**src/rtl/kma_pkg.sv**
```systemverilog
package kma_pkg;
  typedef enum logic [2:0] {
    ST_IDLE,
    ST_SWEEP,
    ST_DRAIN,
    ST_PICK,
    ST_WAIT,
    ST_FIN
  } kma_state_e;
endpackage

```
**src/rtl/kma_accum.sv**
```systemverilog
module kma_accum #(
  parameter int ID_W    = 4,
  parameter int ID      = 0,
  parameter int COORD_W = 11,
  parameter int CNT_W   = 15,
  parameter int ACC_W   = 26
) (
  input  logic               clk_i,
  input  logic               rst_ni,
  input  logic               clr_i,
  input  logic               vld_i,
  input  logic [ID_W-1:0]    tag_i,
  input  logic [COORD_W-1:0] row_i,
  input  logic [COORD_W-1:0] col_i,
  output logic [ACC_W-1:0]   sum_row_o,
  output logic [ACC_W-1:0]   sum_col_o,
  output logic [CNT_W-1:0]   cnt_o
);
  logic hit;
  assign hit = vld_i && (tag_i == ID_W'(ID));

  always_ff @(posedge clk_i or negedge rst_ni) begin
    if (!rst_ni) begin
      sum_row_o <= '0;
      sum_col_o <= '0;
      cnt_o     <= '0;
    end else if (clr_i) begin
      sum_row_o <= '0;
      sum_col_o <= '0;
      cnt_o     <= '0;
    end else if (hit) begin
      sum_row_o <= sum_row_o + ACC_W'(row_i);
      sum_col_o <= sum_col_o + ACC_W'(col_i);
      cnt_o     <= cnt_o + 1'b1;
    end
  end
endmodule

```
**src/rtl/kma_divider.sv**
```systemverilog
module kma_divider #(
  parameter int NUM_W = 26,
  parameter int DEN_W = 15
) (
  input  logic             clk_i,
  input  logic             rst_ni,
  input  logic             start_i,
  input  logic [NUM_W-1:0] num_i,
  input  logic [DEN_W-1:0] den_i,
  output logic             done_o,
  output logic [NUM_W-1:0] quo_o
);
  localparam int STEP_W = $clog2(NUM_W + 1);

  // One restoring step: shift in the next dividend bit, subtract if it fits.
  function automatic logic [DEN_W:0] try_sub(input logic [DEN_W-1:0] rem,
                                             input logic nbit,
                                             input logic [DEN_W-1:0] den);
    logic [DEN_W:0] wide;
    wide = {rem, nbit};
    if (wide >= {1'b0, den}) return {1'b1, DEN_W'(wide - {1'b0, den})};
    else                     return {1'b0, wide[DEN_W-1:0]};
  endfunction

  logic [DEN_W-1:0]  rem_q, den_q;
  logic [NUM_W-1:0]  quo_q;
  logic [STEP_W-1:0] step_q;
  logic              run_q, done_q;
  logic [DEN_W:0]    nxt;

  assign nxt    = try_sub(rem_q, quo_q[NUM_W-1], den_q);
  assign quo_o  = quo_q;
  assign done_o = done_q;

  always_ff @(posedge clk_i or negedge rst_ni) begin
    if (!rst_ni) begin
      rem_q  <= '0;
      den_q  <= '0;
      quo_q  <= '0;
      step_q <= '0;
      run_q  <= 1'b0;
      done_q <= 1'b0;
    end else begin
      done_q <= 1'b0;
      if (start_i) begin
        rem_q  <= '0;
        den_q  <= den_i;
        quo_q  <= num_i;
        step_q <= STEP_W'(NUM_W);
        run_q  <= 1'b1;
      end else if (run_q) begin
        rem_q  <= nxt[DEN_W-1:0];
        quo_q  <= {quo_q[NUM_W-2:0], nxt[DEN_W]};
        step_q <= step_q - 1'b1;
        if (step_q == STEP_W'(1)) begin
          run_q  <= 1'b0;
          done_q <= 1'b1;
        end
      end
    end
  end
endmodule

```
**src/rtl/kmeans_averager.sv**
```systemverilog
module kmeans_averager #(
  parameter int N_CLUST   = 16,
  parameter int COORD_W   = 11,
  parameter int MAX_MATCH = 32400
) (
  input  logic                       clk_i,
  input  logic                       rst_ni,
  input  logic                       start_i,
  input  logic [$clog2(MAX_MATCH+1)-1:0] match_cnt_i,
  input  logic [$clog2(N_CLUST+1)-1:0]   active_i,
  output logic                       rd_en_o,
  output logic [$clog2(MAX_MATCH)-1:0]   rd_addr_o,
  input  logic [COORD_W-1:0]         rd_row_i,
  input  logic [COORD_W-1:0]         rd_col_i,
  input  logic [$clog2(N_CLUST)-1:0] rd_tag_i,
  output logic [N_CLUST*COORD_W-1:0] cent_row_o,
  output logic [N_CLUST*COORD_W-1:0] cent_col_o,
  output logic                       done_o
);
  import kma_pkg::*;

  localparam int ID_W   = $clog2(N_CLUST);
  localparam int CNT_W  = $clog2(MAX_MATCH + 1);
  localparam int ADDR_W = $clog2(MAX_MATCH);
  localparam int K_W    = $clog2(N_CLUST + 1);
  localparam int ACC_W  = COORD_W + CNT_W;

  kma_state_e        state_q;
  logic [ADDR_W-1:0] idx_q;
  logic [CNT_W-1:0]  cnt_q;
  logic [K_W-1:0]    act_q, cid_q;
  logic              vld_q;

  logic [ACC_W-1:0]  sum_row [N_CLUST];
  logic [ACC_W-1:0]  sum_col [N_CLUST];
  logic [CNT_W-1:0]  cnt     [N_CLUST];
  logic [COORD_W-1:0] cent_row_q [N_CLUST];
  logic [COORD_W-1:0] cent_col_q [N_CLUST];

  // Named internal events, used by the bound checker.
  logic              busy, accept, clr, div_go, wr_evt, row_done, col_done;
  logic [ID_W-1:0]   sel;
  logic [CNT_W-1:0]  sel_cnt;
  logic [ACC_W-1:0]  quo_row, quo_col;

  assign busy    = (state_q != ST_IDLE);
  assign accept  = start_i && !busy;
  assign clr     = accept;
  assign sel     = cid_q[ID_W-1:0];
  assign sel_cnt = cnt[sel];
  assign div_go  = (state_q == ST_PICK) && (cid_q < act_q) && (sel_cnt != '0);
  assign wr_evt  = (state_q == ST_WAIT) && row_done && col_done;
  assign rd_en_o   = (state_q == ST_SWEEP);
  assign rd_addr_o = idx_q;
  assign done_o    = (state_q == ST_FIN);

  for (genvar g = 0; g < N_CLUST; g++) begin : g_acc
    kma_accum #(
      .ID_W(ID_W), .ID(g), .COORD_W(COORD_W), .CNT_W(CNT_W), .ACC_W(ACC_W)
    ) u_acc (
      .clk_i(clk_i), .rst_ni(rst_ni), .clr_i(clr), .vld_i(vld_q),
      .tag_i(rd_tag_i), .row_i(rd_row_i), .col_i(rd_col_i),
      .sum_row_o(sum_row[g]), .sum_col_o(sum_col[g]), .cnt_o(cnt[g])
    );
    assign cent_row_o[g*COORD_W +: COORD_W] = cent_row_q[g];
    assign cent_col_o[g*COORD_W +: COORD_W] = cent_col_q[g];
  end

  kma_divider #(.NUM_W(ACC_W), .DEN_W(CNT_W)) u_div_row (
    .clk_i(clk_i), .rst_ni(rst_ni), .start_i(div_go),
    .num_i(sum_row[sel]), .den_i(sel_cnt), .done_o(row_done), .quo_o(quo_row)
  );
  kma_divider #(.NUM_W(ACC_W), .DEN_W(CNT_W)) u_div_col (
    .clk_i(clk_i), .rst_ni(rst_ni), .start_i(div_go),
    .num_i(sum_col[sel]), .den_i(sel_cnt), .done_o(col_done), .quo_o(quo_col)
  );

  always_ff @(posedge clk_i or negedge rst_ni) begin
    if (!rst_ni) begin
      state_q <= ST_IDLE;
      idx_q   <= '0;
      cnt_q   <= '0;
      act_q   <= '0;
      cid_q   <= '0;
      vld_q   <= 1'b0;
    end else begin
      vld_q <= rd_en_o;
      unique case (state_q)
        ST_IDLE: if (accept) begin
          cnt_q   <= match_cnt_i;
          act_q   <= (active_i > K_W'(N_CLUST)) ? K_W'(N_CLUST) : active_i;
          idx_q   <= '0;
          cid_q   <= '0;
          state_q <= (match_cnt_i == '0) ? ST_PICK : ST_SWEEP;
        end
        ST_SWEEP: begin
          idx_q <= idx_q + 1'b1;
          if (CNT_W'(idx_q) + 1'b1 == cnt_q) state_q <= ST_DRAIN;
        end
        ST_DRAIN: state_q <= ST_PICK;
        ST_PICK: begin
          if (cid_q >= act_q)    state_q <= ST_FIN;
          else if (div_go)       state_q <= ST_WAIT;
          else                   cid_q   <= cid_q + 1'b1;
        end
        ST_WAIT: if (wr_evt) begin
          cid_q   <= cid_q + 1'b1;
          state_q <= ST_PICK;
        end
        ST_FIN:  state_q <= ST_IDLE;
        default: state_q <= ST_IDLE;
      endcase
    end
  end

  always_ff @(posedge clk_i or negedge rst_ni) begin
    if (!rst_ni) begin
      for (int i = 0; i < N_CLUST; i++) begin
        cent_row_q[i] <= '0;
        cent_col_q[i] <= '0;
      end
    end else if (wr_evt) begin
      cent_row_q[sel] <= quo_row[COORD_W-1:0];
      cent_col_q[sel] <= quo_col[COORD_W-1:0];
    end
  end
endmodule

```
**config.mk**
```make
export PLATFORM = sky130hd
export DESIGN_NAME = kmeans_averager
export DESIGN_NICKNAME = d
export VERILOG_FILES = /design/src/rtl/kma_pkg.sv /design/src/rtl/kma_accum.sv /design/src/rtl/kma_divider.sv /design/src/rtl/kmeans_averager.sv
export SDC_FILE = /design/constraint.sdc
export NUM_CORES = 2
export LEC_CHECK = 0
export BUFFER_PORTS_ARGS = -buffer_cell sky130_fd_sc_hd__buf_2
export CAP_MARGIN = 20
export CORE_MARGIN = 2
export CORE_UTILIZATION = 55
export DETAILED_ROUTE_END_ITERATION = 10
export PLACE_DENSITY = 0.72
export SLEW_MARGIN = 20
export SYNTH_ARGS = -nofsm -noshare
export SYNTH_HDL_FRONTEND = slang
export SYNTH_SLANG_ARGS = --single-unit
```
**constraint.sdc**
```tcl
create_clock -name clk_i -period 4.32 [get_ports clk_i]
set_input_delay 0.216 -clock clk_i [delete_from_list [all_inputs] [get_ports clk_i]]
set_output_delay 0.216 -clock clk_i [all_outputs]
set_load 0.1 [all_outputs]
```
Word-level counts from Yosys, hierarchy flattened
Cells that the tools add are included.

storage, ports and cells
  register bits after elaboration = 1579
  input port bits = 49
  output and inout port bits = 369
  word-level logic and storage cells = 390

operators by class
  add/subtract/negate cells = 54
  $lt $le $gt $ge = 7
  eq/ne operators = 29
  muxes and demuxes = 150
  bitwise logic cells = 1
  reductions and logical operators = 52

operators by type and width
  cell                                                 number
  two-way mux 26 bit                                   72
  adder 26 x 11 -> 26 bit                              32
  two-way mux 15 bit                                   39
  bitwise mux 176 bit                                  2
  adder 15 x 1 -> 15 bit, second input constant        17
  binary-select mux 26 bit (select 4 bit)              2
  binary-select mux 15 bit (select 4 bit)              1
  two-way mux 5 bit                                    9
  demux 11 bit (select 4 bit)                          1
  nonzero test 2 bit                                   19
  equality test 4 bit, second input constant           8
  greater-or-equal comparator 16 x 15 -> 1 bit         2
  two-way mux 16 bit                                   2
  one-hot mux 15 bit (2 select lines)                  1
  subtractor 15 bit                                    2
  logical AND 1 bit                                    22
  equality test 4 x 3 -> 1 bit, second input constant  4
  equality test 15 bit                                 1
  zero test 15 bit                                     1
  two-way mux 3 bit                                    5
  one-hot mux 3 bit (5 select lines)                   1
  one-hot mux 5 bit (3 select lines)                   1
  nonzero test 15 bit                                  1
  two-way mux 1 bit                                    12
  other kinds (26)                                     36

Logic depth before layout (Yosys ltp)
  depth in word-level cells = 9
  mapped depth = 14
  mapped depth without buffers = 12

Cells and area by module
A second synthesis with hierarchy kept.

second synthesis, totals
  cells, all modules = 10001
  area total of the unflattened synthesis = 99713.1 µm²

modules (own cells, without submodules)
  module                           instances  cells an instance  area an instance (µm²)  sequential area each (µm²)
  kmeans_averager                  1          1530               23620.2                 9909.5
  kma_accum (g_acc[10].u_acc ...)  3          483                4302.9                  1676.6
  kma_accum (g_acc[4].u_acc ...)   2          486                4346.7                  1676.6
  kma_accum (g_acc[1].u_acc ...)   2          481                4339.2                  1676.6
  kma_accum (g_acc[11].u_acc ...)  2          485                4324.1                  1676.6
  kma_divider                      2          391                3668.5                  1576.5
  kma_accum (g_acc[0].u_acc)       1          483                4326.6                  1676.6
  kma_accum (g_acc[3].u_acc)       1          486                4315.4                  1676.6
  kma_accum (g_acc[15].u_acc)      1          467                4276.6                  1676.6
  kma_accum (g_acc[14].u_acc)      1          474                4261.6                  1676.6
  kma_accum (g_acc[12].u_acc)      1          472                4245.3                  1676.6
  kma_accum (g_acc[13].u_acc)      1          480                4229.1                  1676.6
  kma_accum (g_acc[9].u_acc)       1          474                4172.8                  1676.6

Worst setup path after synthesis
No wires, ideal clock.

  path kind = register to register
  from = register cid_q[0]
  to = register cid_q[0]
  library setup time = 125 ps
  data arrival time = 3195 ps
  data required time = 4195 ps
  slack = 1000 ps
  stages on the path, launching flop included = 14
  buffers on the path = 4
  clock period less this slack = 3320 ps
  path through = dfrtp_1 > buf_4 > buf_2 > clkbuf_1 > clkbuf_1 > inv_1 > ha_1 > nand2b_1 > a21oi_1 > o21ai_0 > or3_1 > o21ai_0 > nand3_1 > mux2_2

between the ends
  cells in the longest elaborated chain, start to end = 8
  elaborated cells on any way between the ends = 17
  those cells by class = add/sub (1); order compare (2); eq/ne (2); mux (7); bitwise (1); reduce/logical (4)

ends and longest elaborated chain
  what                                                    line                    RTL
  start, declared                                         kmeans_averager.sv:31   logic [K_W-1:0] act_q, cid_q;
  start signal, assigned                                  kmeans_averager.sv:104  else cid_q <= cid_q + 1'b1;
  start signal, assigned                                  kmeans_averager.sv:107  cid_q <= cid_q + 1'b1;
  inverter 4 -> 5 bit (implied by the code)               kmeans_averager.sv:50   assign sel_cnt = cnt[sel];
  binary-select mux 15 bit (select 4 bit)                 kmeans_averager.sv:50
  two-way mux 15 bit (implied by the code) (2 in series)  kmeans_averager.sv:50
  nonzero test 15 bit                                     kmeans_averager.sv:51   assign div_go = (state_q == ST_PICK) && (cid_q < act_q) && (sel_cnt != '0);
  logical AND 1 bit                                       kmeans_averager.sv:51
  != test 2 bit (no line)                                 n/a
  AND reduction 5 bit (no line)                           n/a

Parallel ways exist; a longest one is shown, timed or not. The select of a mux whose other input is x is not followed.
A chain may end at the register's enable or synchronous reset.

Final worst setup path
  from = register cid_q[0]
  to = register u_div_row.quo_q[24], in the netlist u_div_row.quo_o[24]

between the ends
  cells in the longest elaborated chain, start to end = 7
  elaborated cells on any way between the ends = 13
  those cells by class = order compare (1); mux (7); bitwise (1); reduce/logical (4)

ends and longest elaborated chain
  what                                                             line                                          RTL
  inverter 4 -> 5 bit (implied by the code)                        kmeans_averager.sv:50, kmeans_averager.sv:71
  binary-select mux 15 bit (select 4 bit)                          kmeans_averager.sv:50
  two-way mux 15 bit (implied by the code) (2 in series)           kmeans_averager.sv:50
  nonzero test 15 bit                                              kmeans_averager.sv:51
  logical AND 1 bit                                                kmeans_averager.sv:51
  two-way mux 26 bit / nonzero test 2 bit (equally long branches)  n/a
  end signal, assigned                                             kma_divider.sv:48                             quo_q <= num_i;
  end signal, assigned                                             kma_divider.sv:53                             quo_q <= {quo_q[NUM_W-2:0], nxt[DEN_W]};
  end, declared                                                    kma_divider.sv:26                             logic [NUM_W-1:0] quo_q;

Parallel ways exist; a longest one is shown, timed or not. The select of a mux whose other input is x is not followed.

==> results_dict.tcl <==
set metrics [dict create \
    setup_violations 0 \
    cp_top_family "buffers and inverters" \
    r2r_start "cid_q[0]$_DFFE_PN0P_" \
    fin_setup_tns_ps 0 \
    nFillCells 13200 \
    rsz0062_at_grt "no" \
    syn2layout_area_growth_pct 12.0 \
    cts.repair.resized 0 \
    p_switching_w 0.0206 \
    path_clk_slew_ps 60 \
    finish.instance_area_um2 104000 \
    grt_pass1_vias 73500 \
    hold_viol 0 \
    grtUsageTotal_pct 32.3 \
    timing.slew.headroom_pct 16.4 \
    worst_ep_arrival_time_ps 4730 \
    overflow 0 \
    critPathSlowestCell "dfrtp_4" \
    slowest_delay_ps 650 \
    drc_errors 0 \
    synth.top_cell.area_share_pct 42.6 \
    power_density_nw_per_um2 521 \
    finalWirelength_um 281000 \
    grt_max_degree 176 \
    design.die.area_um2 172000 \
    placed_area_um2 97700 \
    whs_ps 70.3 \
    max_freq_mhz 250 \
    htreeDepth 4 \
    skew_ps 32.5 \
    syn-cell-area_um2 92800 \
    period_share_pct 92.5 \
    wl_per_cell_um 24.3 \
    async_flop_share_pct 100 \
    first_pass_iters 7 \
    numCtsBuffers 171 \
    port_buffers 417 \
    reg2reg_setup_slack_ps 330 \
    dr_total_vias 74800 \
    max-vdd-ir-drop_v 0.000393 \
    cp.required_ps 5060 \
    yosysTopAreaCell "dfrtp_1" \
    synth_area_leaders "dfrtp_1, mux4_2, ha_1, mux2_2, xnor2_1" \
    drt_iter0_drc 7892 \
    timing.rr.end "u_div_row.quo_o[24]$_DFFE_PN0P_" \
    yosysMostFrequentCell "dfrtp_1" \
    root_buffer "clkbuf_16" \
    initial_core_util_pct 55.4 \
    synth_cells 8864 \
    p_int_w 0.0336 \
    path_buf_inv 4 \
    dp_hpwl_um 205000 \
    seq_area_frac_synth_pct 42.6 \
    layout-drive-gt1-share_pct 18.2 \
    cts_max_path_buffers 3 \
    avgSynthCellArea_um2 10.5 \
    nets 9728 \
    critical_path_class "register to register" \
    place.gp.congestion 0.948 \
    ant_nets 0 \
    hold_depth 3 \
    critPathMaxFanout 32 \
    synth-seq-cells 1579 \
    critPathCaptureType "register" \
    finish.utilization_pct 62.1 \
    tightest_slew_ps 1250 \
    start_kind "register" \
    syn-num-nets 9359 \
    cap_violations 0 \
    worstRegToRegCells 12 \
    path_cells "buf_12 -> buf_4 -> mux4_2 -> a22oi_1 -> nand2_1 -> nor4_1 -> nand4_1 -> o2111ai_4 -> buf_4 -> buf_4 -> nor2_1 -> a21oi_1" \
    synth.top_cells.by_count "dfrtp_1, nor2_1, nand2_1, a21oi_1, xnor2_1" \
    chipHeight_um 415 \
    die_w_um 415 \
    cp_common_cell "buf_4" \
    combPwrFrac_pct 35.7 \
    cts_tree "yes" \
    swShare_pct 38.0 \
    cellLeakagePower_nw 49.3 \
    p_clk_share_pct 28.2 \
    seq_power_share_pct 36.1 \
    whs_endpoint "g_acc[14].u_acc.cnt_o[1]$_DFFE_PN0P_" \
    worst-path-stages 12 \
    fp-row-count 150 \
    yosysWarningCount 0 \
    clk_latency_ps 840 \
    hold_class "input port to register" \
    min_period_ps 3990 \
    antenna_found_initial 18 \
    clock-sinks 1579 \
    yosysUniqueCellTypes 88 \
    min_from "rd_tag_i[2]" \
    drv_slew 0 \
    power.total_w 0.0542 \
    ios 418 \
    status "complete, no violations" \
    via_per_inst 6.46 \
    synth_edf_count 0 \
    grt_pass1_wl_um 435000 \
    core_um2 167000 \
    ys.flop_type "dfrtp_1" \
]
## through the flow
step,setup WS (ps),std cells
floorplan,1000,8864
global placement,134,11200
detailed placement,161,11200
CTS,108,11600
global route,15.4,11600
finish,326,11600
## layout by cell type (no fill, tap or decap), drive strengths merged, types with 29 or more instances in the layout
master	Yosys	layout
dfrtp	1579	1579
a31o	32	32
ha	412	412
a211oi	47	47
a22o	320	320
o21ai	400	400
and2	59	59
xor2	260	260
a21oi	497	497
and4	29	29
a31oi	54	54
o21bai	54	54
nand4	90	90
nor2	772	772
o31ai	33	33
clkinv	0	35
mux2	386	386
nor3	200	200
o211ai	61	61
mux4	321	321
nand2	687	687
xnor2	471	471
fa	34	34
nand2b	113	113
a21o	154	154
inv	166	175
buf	114	599
or3	197	197
nor4	64	64
clkbuf	320	247
and3	191	191
mux2i	135	135
dlygate4sd3	0	31
nand3	339	339
## layout make-up
class	instances	area, µm²	area share, %
multi-input cells	6685	51100	49.2
diodes	7	17.5	0.0169
clock buffers	247	5020	4.83
well taps	2204	2760	2.65
flip-flops and latches	1579	39500	38.0
clock inverters	63	798	0.768
repair buffers	630	4070	3.92
inverters	166	623	0.600
## power groups by stage
stage | registers [W] | clock network [W] | logic, W
global route | 0.0198 | 0.0160 | 0.0211
CTS | 0.0195 | 0.0154 | 0.0190
floorplan | 0.0182 | 0 | 0.0144
finish | 0.0196 | 0.0153 | 0.0193
global placement | 0.0196 | 0 | 0.0183
detailed placement | 0.0197 | 0 | 0.0189
## layer usage
metal | part of all wire (%) | track usage (%)
met5 | 0.011 | 0
met1 | 41 | 43.3
met3 | 8.4 | 6.64
met2 | 47 | 51.3
met4 | 4.3 | 13.3
## what timing repair did
| action | in CTS | in global routing |
|---|---|---|
| setup buffers | 0 | 1 |
| endpoints found under the hold margin | 300 | 0 |
| hold buffers | 31 | 0 |
| setup endpoints to repair | 0 | 18 |
## worst reg2reg max path: stages (launching register included)
cell	delay [ps]
dfrtp_4	650
buf_12	200
buf_4	200
mux4_2	520
a22oi_1	260
nand2_1	110
nor4_1	310
nand4_1	350
o2111ai_4	420
buf_4	340
buf_4	330
nor2_1	100
a21oi_1	140
## logic make-up (layout without fill, tap and decap cells)
| group | after synthesis | count (layout) | synth area share (%) |
|---|---|---|---|
| compound gates | 1825 | 1825 | 13.1 |
| xor+xnor | 731 | 731 | 6.90 |
| fa+ha+maj | 446 | 446 | 6.29 |
| buf+inv | 600 | 1106 | 2.53 |
| flops | 1579 | 1579 | 42.6 |
| mux | 842 | 842 | 13.9 |
| other cells | 0 | 7 | 0 |
| simple gates | 2841 | 2841 | 14.7 |
## sequential cells by signal (all words and copies together), names as in the netlist, 26 cells and up
register / flops
u_div_row.quo_o: 26
g_acc.u_acc.cnt_o: 240
g_acc.u_acc.sum_col_o: 416
cent_row_o: 176
u_div_col.quo_o: 26
g_acc.u_acc.sum_row_o: 416
cent_col_o: 176
## how the worst max path moves through the flow
| stage | from | to | slack [ps] |
|---|---|---|---|
| after CTS | cid_q[0]$_DFFE_PN0P_ | u_div_row.quo_o[24]$_DFFE_PN0P_ | 110 |
| after global routing | cid_q[0]$_DFFE_PN0P_ | u_div_row.quo_o[24]$_DFFE_PN0P_ | 20 |
| after global placement | cid_q[0]$_DFFE_PN0P_ | u_div_row.quo_o[12]$_DFFE_PN0P_ | 130 |
| after detailed placement | cid_q[0]$_DFFE_PN0P_ | u_div_row.quo_o[18]$_DFFE_PN0P_ | 160 |
| after floorplan | cid_q[0]$_DFFE_PN0P_ | cid_q[0]$_DFFE_PN0P_ | 1000 |
| final | cid_q[0]$_DFFE_PN0P_ | u_div_row.quo_o[24]$_DFFE_PN0P_ | 330 |
Note: power is estimated with default switching activity, not from simulation.
